`config.mk`:
```
export PLATFORM = sky130hd
export DESIGN_NAME = port_change_monitor
export DESIGN_NICKNAME = d
export VERILOG_FILES = /design/src/rtl/pcm_pkg.sv /design/src/rtl/pcm_sync.sv /design/src/rtl/pcm_track.sv /design/src/rtl/pcm_irq.sv /design/src/rtl/port_change_monitor.sv
export SDC_FILE = /design/constraint.sdc
export NUM_CORES = 1
export LEC_CHECK = 0
export CORE_ASPECT_RATIO = 1.25
export CORE_UTILIZATION = 35
export CTS_CLUSTER_DIAMETER = 150
export DETAILED_ROUTE_END_ITERATION = 6
export PLACE_DENSITY = 0.71
export SYNTH_ARGS = -nofsm -noshare
export SYNTH_HDL_FRONTEND = slang
export SYNTH_HIERARCHICAL = 1
export SYNTH_SLANG_ARGS = --single-unit
```
`constraint.sdc`:
```
create_clock -name clk -period 1.7 [get_ports clk]
set_input_delay 0.34 -clock clk [delete_from_list [all_inputs] [get_ports clk]]
set_output_delay 0.34 -clock clk [all_outputs]
set_load 0.05 [all_outputs]
```
`src/rtl/pcm_pkg.sv`:
```
package pcm_pkg;
  // Transaction controls coming from the serial slave
  typedef struct packed {
    logic sample;  // snapshot + flag clear strobe
    logic busy;    // read or write transaction open
    logic stop;    // transaction closing event
  } pcm_bus_t;

  function automatic int arm_cycles(input int stages);
    return stages + 1;
  endfunction
endpackage

```
`src/rtl/pcm_sync.sv`:
```
module pcm_sync #(
  parameter int W      = 8,
  parameter int STAGES = 2
) (
  input  logic         clk,
  input  logic         rst,
  input  logic [W-1:0] din,
  output logic [W-1:0] dout
);
  logic [W-1:0] stg [STAGES];

  for (genvar g = 0; g < STAGES; g++) begin : g_stage
    if (g == 0) begin : g_first
      always_ff @(posedge clk) begin
        if (rst) stg[g] <= '0;
        else     stg[g] <= din;
      end
    end else begin : g_rest
      always_ff @(posedge clk) begin
        if (rst) stg[g] <= '0;
        else     stg[g] <= stg[g-1];
      end
    end
  end

  assign dout = stg[STAGES-1];
endmodule

```
`src/rtl/pcm_track.sv`:
```
module pcm_track
  import pcm_pkg::*;
#(
  parameter int W      = 8,
  parameter int STAGES = 2
) (
  input  logic         clk,
  input  logic         rst,
  input  logic [W-1:0] port_s,
  input  logic         sample,
  output logic [W-1:0] snap_q,
  output logic [W-1:0] flag_q,
  output logic [W-1:0] prev_q
);
  // The snapshot follows the synchronizer until its pipe holds real pin data
  localparam int ARM_CYC = arm_cycles(STAGES);
  localparam int CW      = $clog2(ARM_CYC + 1);

  logic [CW-1:0] arm_cnt;
  logic          armed;
  logic [W-1:0]  diff;

  assign armed = (arm_cnt == CW'(ARM_CYC));
  assign diff  = armed ? (port_s ^ snap_q) : '0;

  always_ff @(posedge clk) begin
    if (rst) begin
      arm_cnt <= '0;
      snap_q  <= '0;
      flag_q  <= '0;
      prev_q  <= '0;
    end else begin
      if (!armed) arm_cnt <= arm_cnt + 1'b1;
      if (sample) begin
        snap_q <= port_s;
        prev_q <= flag_q | diff;
        flag_q <= '0;
      end else if (!armed) begin
        snap_q <= port_s;
        flag_q <= '0;
      end else begin
        flag_q <= flag_q | diff;
      end
    end
  end
endmodule

```
`src/rtl/pcm_irq.sv`:
```
module pcm_irq
  import pcm_pkg::*;
#(
  parameter int             W         = 8,
  parameter logic [W-1:0]   MASK_INIT = '1
) (
  input  logic         clk,
  input  logic         rst,
  input  pcm_bus_t     bus,
  input  logic [W-1:0] flags,
  input  logic         mask_we,
  input  logic [W-1:0] mask_din,
  output logic [W-1:0] mask_q,
  output logic         irq_n
);
  logic hit;
  logic hold;

  assign hit  = |(flags & mask_q);
  assign hold = bus.busy & ~bus.stop;

  always_ff @(posedge clk) begin
    if (rst) begin
      mask_q <= MASK_INIT;
      irq_n  <= 1'b1;
    end else begin
      if (mask_we) mask_q <= mask_din;
      if (bus.sample)  irq_n <= 1'b1;
      else if (!hold)  irq_n <= ~hit;
    end
  end
endmodule

```
`src/rtl/port_change_monitor.sv`:
```
module port_change_monitor
  import pcm_pkg::*;
#(
  parameter int           W           = 8,
  parameter int           SYNC_STAGES = 2,
  parameter logic [W-1:0] MASK_INIT   = '1
) (
  input  logic         clk,
  input  logic         rst,
  input  logic [W-1:0] port_in,
  input  logic         sample_stb,
  input  logic         rd_busy,
  input  logic         wr_busy,
  input  logic         stop_evt,
  input  logic         mask_we,
  input  logic [W-1:0] mask_din,
  output logic [W-1:0] snap_q,
  output logic [W-1:0] flag_live,
  output logic [W-1:0] flag_prev,
  output logic         irq_n
);
  logic [W-1:0] port_s;
  logic [W-1:0] mask_q;
  pcm_bus_t     bus;

  assign bus.sample = sample_stb;
  assign bus.busy   = rd_busy | wr_busy;
  assign bus.stop   = stop_evt;

  pcm_sync #(.W(W), .STAGES(SYNC_STAGES)) i_sync (
    .clk  (clk),
    .rst  (rst),
    .din  (port_in),
    .dout (port_s)
  );

  pcm_track #(.W(W), .STAGES(SYNC_STAGES)) i_track (
    .clk    (clk),
    .rst    (rst),
    .port_s (port_s),
    .sample (sample_stb),
    .snap_q (snap_q),
    .flag_q (flag_live),
    .prev_q (flag_prev)
  );

  pcm_irq #(.W(W), .MASK_INIT(MASK_INIT)) i_irq (
    .clk      (clk),
    .rst      (rst),
    .bus      (bus),
    .flags    (flag_live),
    .mask_we  (mask_we),
    .mask_din (mask_din),
    .mask_q   (mask_q),
    .irq_n    (irq_n)
  );
endmodule

```
Word level (Yosys, flattened, before mapping) --
Memory sizes are Yosys's and may differ from the RTL's. Index checks and enable logic that the tools add are counted.
Storage, ports and cells: register bits after elaboration 35, RAM bits 16, input bits 23, output and inout port bits 25, memories kept 1
Memories:
- i_sync.stg | words 2, bits a word 8, rd ports 2, clocked after Yosys merged registers in 0, write ports 2, line pcm_sync.sv:10 | logic [W-1:0] stg [STAGES];
Operators by class: $add $sub $neg 1, eq/ne operators 2, mux-type cells 8, bitwise logic cells 10, reduce and logical (&&, ||, !) cells 3
Operators by type and width (number):
- $mux W8 | 5
- $and A8 B8 Y8 | 1
- $or A8 B8 Y8 | 1
- $reduce_or A8 Y1 | 1
- $xor A8 B8 Y8 | 1
- $mux W1 | 3
- $not A1 Y1 | 3
- $or A1 B1 Y1 | 3
- $reduce_or A3 Y1 | 1
- $add A2 B1 Y2 const B | 1
- $eq A2 B2 Y1 const B | 1
- $ne A2 B2 Y1 const B | 1
- $reduce_or A2 Y1 | 1
- $and A1 B1 Y1 | 1

Depth between registers and ports, before layout --
word-level depth 3, mapped depth 6, mapped depth without buffers 4

Modules after synthesis --
Netlist, hierarchy kept.
Modules (own cells, without submodules):
- pcm_track | times used 1, cells each 106, area each 1011.0 um^2, seq. area each 520.5 um^2
- pcm_sync | times used 1, cells each 33, area each 464.2 um^2, seq. area each 320.3 um^2
- pcm_irq | times used 1, cells each 35, area each 379.1 um^2, seq. area each 180.2 um^2
- port_change_monitor | times used 1, cells each 1, area each 6.3 um^2, seq. area each 0.0 um^2

Least setup slack after synthesis --
OpenSTA, ideal clock, no wires.
path kind register to register, start register i_track.snap_q[7], end register i_track.prev_q[7], library setup time 132 ps, arrival time 1149 ps, data required time 1568 ps, slack 419 ps, cell stages (with the launch flop) 4, buffers on the path 0, clock period less this slack 1281 ps, cells stage by stage dfxtp_1 > xor2_1 > a21oi_1 > a211oi_1
Between the ends: cells in the longest elaborated chain, start to end 3
Ends and longest elaborated chain:
- start: declaration | line pcm_track.sv:11 | output logic [W-1:0] snap_q,
- start signal: assignment | line pcm_track.sv:35 | snap_q <= port_s;
- start signal: assignment | line pcm_track.sv:39 | snap_q <= port_s;
- $xor A8 B8 Y8 | line pcm_track.sv:24 | assign diff = armed ? (port_s ^ snap_q) : '0;
- $mux W8 | line pcm_track.sv:24
- $or A8 B8 Y8 | line pcm_track.sv:36 | prev_q <= flag_q | diff;
- end signal: assignment | line pcm_track.sv:36
- end: declaration | line pcm_track.sv:13 | output logic [W-1:0] prev_q
No other way between the ends. A chain may end at the register's enable or synchronous reset.

Final worst setup path --
start register i_track.arm_cnt[0], end register i_track.flag_q[7]
Between the ends: cells in the longest elaborated chain, start to end 3, elaborated cells between the ends (all ways) 5, those cells by class 1 x eq/ne; 1 x mux; 2 x bitwise; 1 x reduce/logical
Ends and longest elaborated chain:
- start: declaration | line pcm_track.sv:19 | logic [CW-1:0] arm_cnt;
- start signal: assignment | line pcm_track.sv:33 | if (!armed) arm_cnt <= arm_cnt + 1'b1;
- $eq A2 B2 Y1 (*) | line pcm_track.sv:23 | assign armed = (arm_cnt == CW'(ARM_CYC));
- $mux W8 or $not A1 Y1 (tied branches)
- $or A8 B8 Y8 or $reduce_or A3 Y1 (tied branches)
- end signal: assignment | line pcm_track.sv:42 | flag_q <= flag_q | diff;
- end: declaration | line pcm_track.sv:12 | output logic [W-1:0] flag_q,
Mark *: on every way between the ends. The rest lies on a longest branch, timed or not.

==> results.md <==
* #FFs+latches synth at 51
* Worst-Margin Slew at 0.312 ns
* Slowest cell delay on critical path at 0.39 ns
* Final setup vio count at 0
* Synth Flop Type: dfxtp_1
* Design area at 2410 um^2
* Final WL at 3550 um
* Mapped Cells at 175
* Gr usage total at 14.1%
* Core footprint at 5080 um^2
* Post-synth EDFFs at 0
* R2r setup slk at 0.38 ns
* Synth Warn # at 6
* Post-Synth Adder-Cell Area at 1.34%
* TritonCTS Buffers at 5
* Total die area at 5610 um^2
* Max-cap violations at 0
* Synth Area in XOR/XNOR at 4.24%
* Clk Latency, worst-skew pair at 0.30 ns
* Detailed placer's ending HPWL at 2540 um
* Compound-Gate Fraction of Synth Area at 14.1%
* # DRC at 0
* Most frequent cell after synthesis: dfxtp_1
* Final-stage net count at 250
* Rel. slew slack at 79.2%
* Initial drt markers at 34
* Skew final at 0.00444 ns
* Initial antenna violation count at 0
* Clock Tree Buf Depth at 2
* Final hold vios at 0
* Number of setup buffers added after CTS at 0
* DP Worst Slack at 0.124 ns
* Boundary Pins at 48
* Critical path data required time at 1.95 ns
* CTS tree: yes
* Synthesis-to-layout area growth at 29.7%
* Number of global-route vias before repair at 1263
* Die height at 83.5 um
* Async SR Flop Fraction at 0%
* Avg Inst Size Synth at 10.6 um^2
* Root Buffer: clkbuf_8
* Routed wire per std cell at 12.3 um
* Reg-to-reg critical path endpoint: i_track/flag_q[7]$_SDFF_PP0_
* Area fraction of the dominant cell type after synthesis at 54.9%
* Syn nets at 200
* Top post-synthesis cells by area: dfxtp_1 (55%), a21oi_1 (4.3%), xor2_1 (4.2%)
* Routed vias/inst at 4.63
* Post-route ant nets at 0
* Critical Path Fanout Max at 9
* Setup TNS at 0 ns
* Largest family of logic cells by synthesized area: simple AND/OR/NAND/NOR gates
* # hold bufs at CTS at 0
* Startpoint Class: flip-flop
* FP Rows at 29
* Layout cells sized above 1 at 29.6%
* Starting Density at 36.6%
* Port Buffer Count at 47
* Placed instance area at 2330 um^2
* Final setup margin at 0.378 ns
* Routability cong. at 0.730
* Synth Area in Simple Gates at 20.8%
* Mux cell area share after synthesis at 0.538%
* Kind of critical path: reg2reg
* FF-to-FF Start: i_track/arm_cnt[0]$_SDFFE_PP0P_
* Worst vdd ir at 0.479 mV
* Sequential share of the synthesized area at 54.9%
* Clock slew at reported path FFs at 0.09 ns
* Post-synth top area cell: dfxtp_1
* CP endpoint kind: flip-flop
* Worst path slowest cell: dfxtp_1
* First-pass GRT wire length at 5950 um
* Pin count of the biggest net entering global routing at 26
* Crit share post-route at 77.8%
* H-Tree Depth at 2
* Unrepaired setup endpoints after global routing: false
* Worst Setup EP: i_track/flag_q[7]$_SDFF_PP0_
* Final Max Slew Viols at 0
* Total grt overflow at 0
* Placed insts at 280
* Worst endpoint data arrival time at 1.57 ns
* Status: finished clean
* Static Leak at 0.00100 uW
* ANT cells at 0
* Worst Setup SP: i_track/arm_cnt[0]$_SDFFE_PP0P_
* Die X at 67.2 um
* Power per cell area at 936 nW/um^2
* Yosys cell types at 29
* Synthesized area at 1860 um^2
* Critical path cell sequence: ha_1, nor2b_4, nand2b_4, nor2_4
* Clk sinks at 51
* R2R cell count at 4
* Top cells by count, synth: dfxtp_1 (51), a21oi_1 (16), nand2_1 (16)
* Vias at 1334
* Fmax at 756 MHz
* Post_cts resized at 0
* First-pass DRT Iterations at 4
* Finished Layout Cells at 288
* Final min period at 1.32 ns
* HP Class: reg2reg
[metal layers]
metal  global-route usage (%)  up-vias  wire (um)
met4                     4.64        0         49
li1                         -      687          -
met3                     5.60        6        243
met5                        0        -          0
met2                     20.0       36       1570
met1                     19.1      605       1680
[flip-flops by register name (all words and copies together) (netlist names)]
name / flops
i_track/prev_q: 8
i_track/snap_q: 8
i_track/flag_q: 8
i_irq/irq_n: 1
i_irq/mask_q: 8
i_sync/stg: 16
i_track/arm_cnt: 2
[cell usage in the layout (no fill, tap or decap), types with 2 or more instances in the layout]
cell	synthesis	routed
nor2_2	7	7
buf_4	1	30
dfxtp_1	51	51
xor2_1	9	9
clkdlybuf4s50_1	0	22
a211oi_1	9	9
nor2_1	10	10
clkbuf_8	0	5
a22oi_1	2	2
a211o_2	6	6
nor2b_2	7	7
nand2_1	16	16
a211o_1	2	2
nor2b_1	12	12
a21oi_1	16	16
ha_1	2	2
and2b_2	6	6
[area by class of cell]
cell class                      instances  area [um^2]
Multi-Input combinational cell        114          764
Tap cell                               62         77.6
Clock buffer                            6         72.6
Sequential cell                        51         1020
Fill cell                             503         2670
Clock inverter                          2         12.5
Timing Repair Buffer                   53          465
[worst min-delay path by stage]
stage	startpoint	endpoint	slack [ns]	cells past startpoint
after floorplan	i_sync/stg[0][3]$_SDFF_PP0_	i_sync/stg[1][3]$_SDFF_PP0_	0.41	1
after global placement	i_sync/stg[0][4]$_SDFF_PP0_	i_sync/stg[1][4]$_SDFF_PP0_	0.42	1
after detailed placement	i_sync/stg[0][1]$_SDFF_PP0_	i_sync/stg[1][1]$_SDFF_PP0_	0.43	1
after CTS	i_sync/stg[0][1]$_SDFF_PP0_	i_sync/stg[1][1]$_SDFF_PP0_	0.44	1
after global routing	i_sync/stg[0][3]$_SDFF_PP0_	i_sync/stg[1][3]$_SDFF_PP0_	0.47	1
final	i_sync/stg[0][1]$_SDFF_PP0_	i_sync/stg[1][1]$_SDFF_PP0_	0.44	1
[power breakdown]
group / switching [uW] / internal, uW / total (uW)
sequential: 32.9 / 1250 / 1290
clock: 384 / 288 / 672
combinational: 155 / 147 / 302
total: 572 / 1690 / 2260
[logic make-up (layout without fill, tap and decap cells)]
group	after synthesis	in the layout
AOI/OAI and AO/OA	38	38
xor gates and xnor gates	9	9
adders and majority gates	2	2
buffers and inverters	10	61
DFF	51	51
muxes	1	1
and+or+nand+nor	64	64
[critical path, delay by kind of cell (launching register included)]
kind          cells  cell delay [ns]
flops             1             0.39
simple gates      3             0.61
fa+ha+maj         1             0.27
[stage by stage]
stage                     hold WS [ns]  total power (uW)  util, %
after floorplan                  0.414              1510        -
after global placement           0.417              1610     45.8
after detailed placement         0.425              1620     45.8
after CTS                        0.445              2280     47.5
after global routing             0.471              2380     47.5
final                            0.440              2260     47.5
No activity file was read; power rests on OpenSTA's default activity.
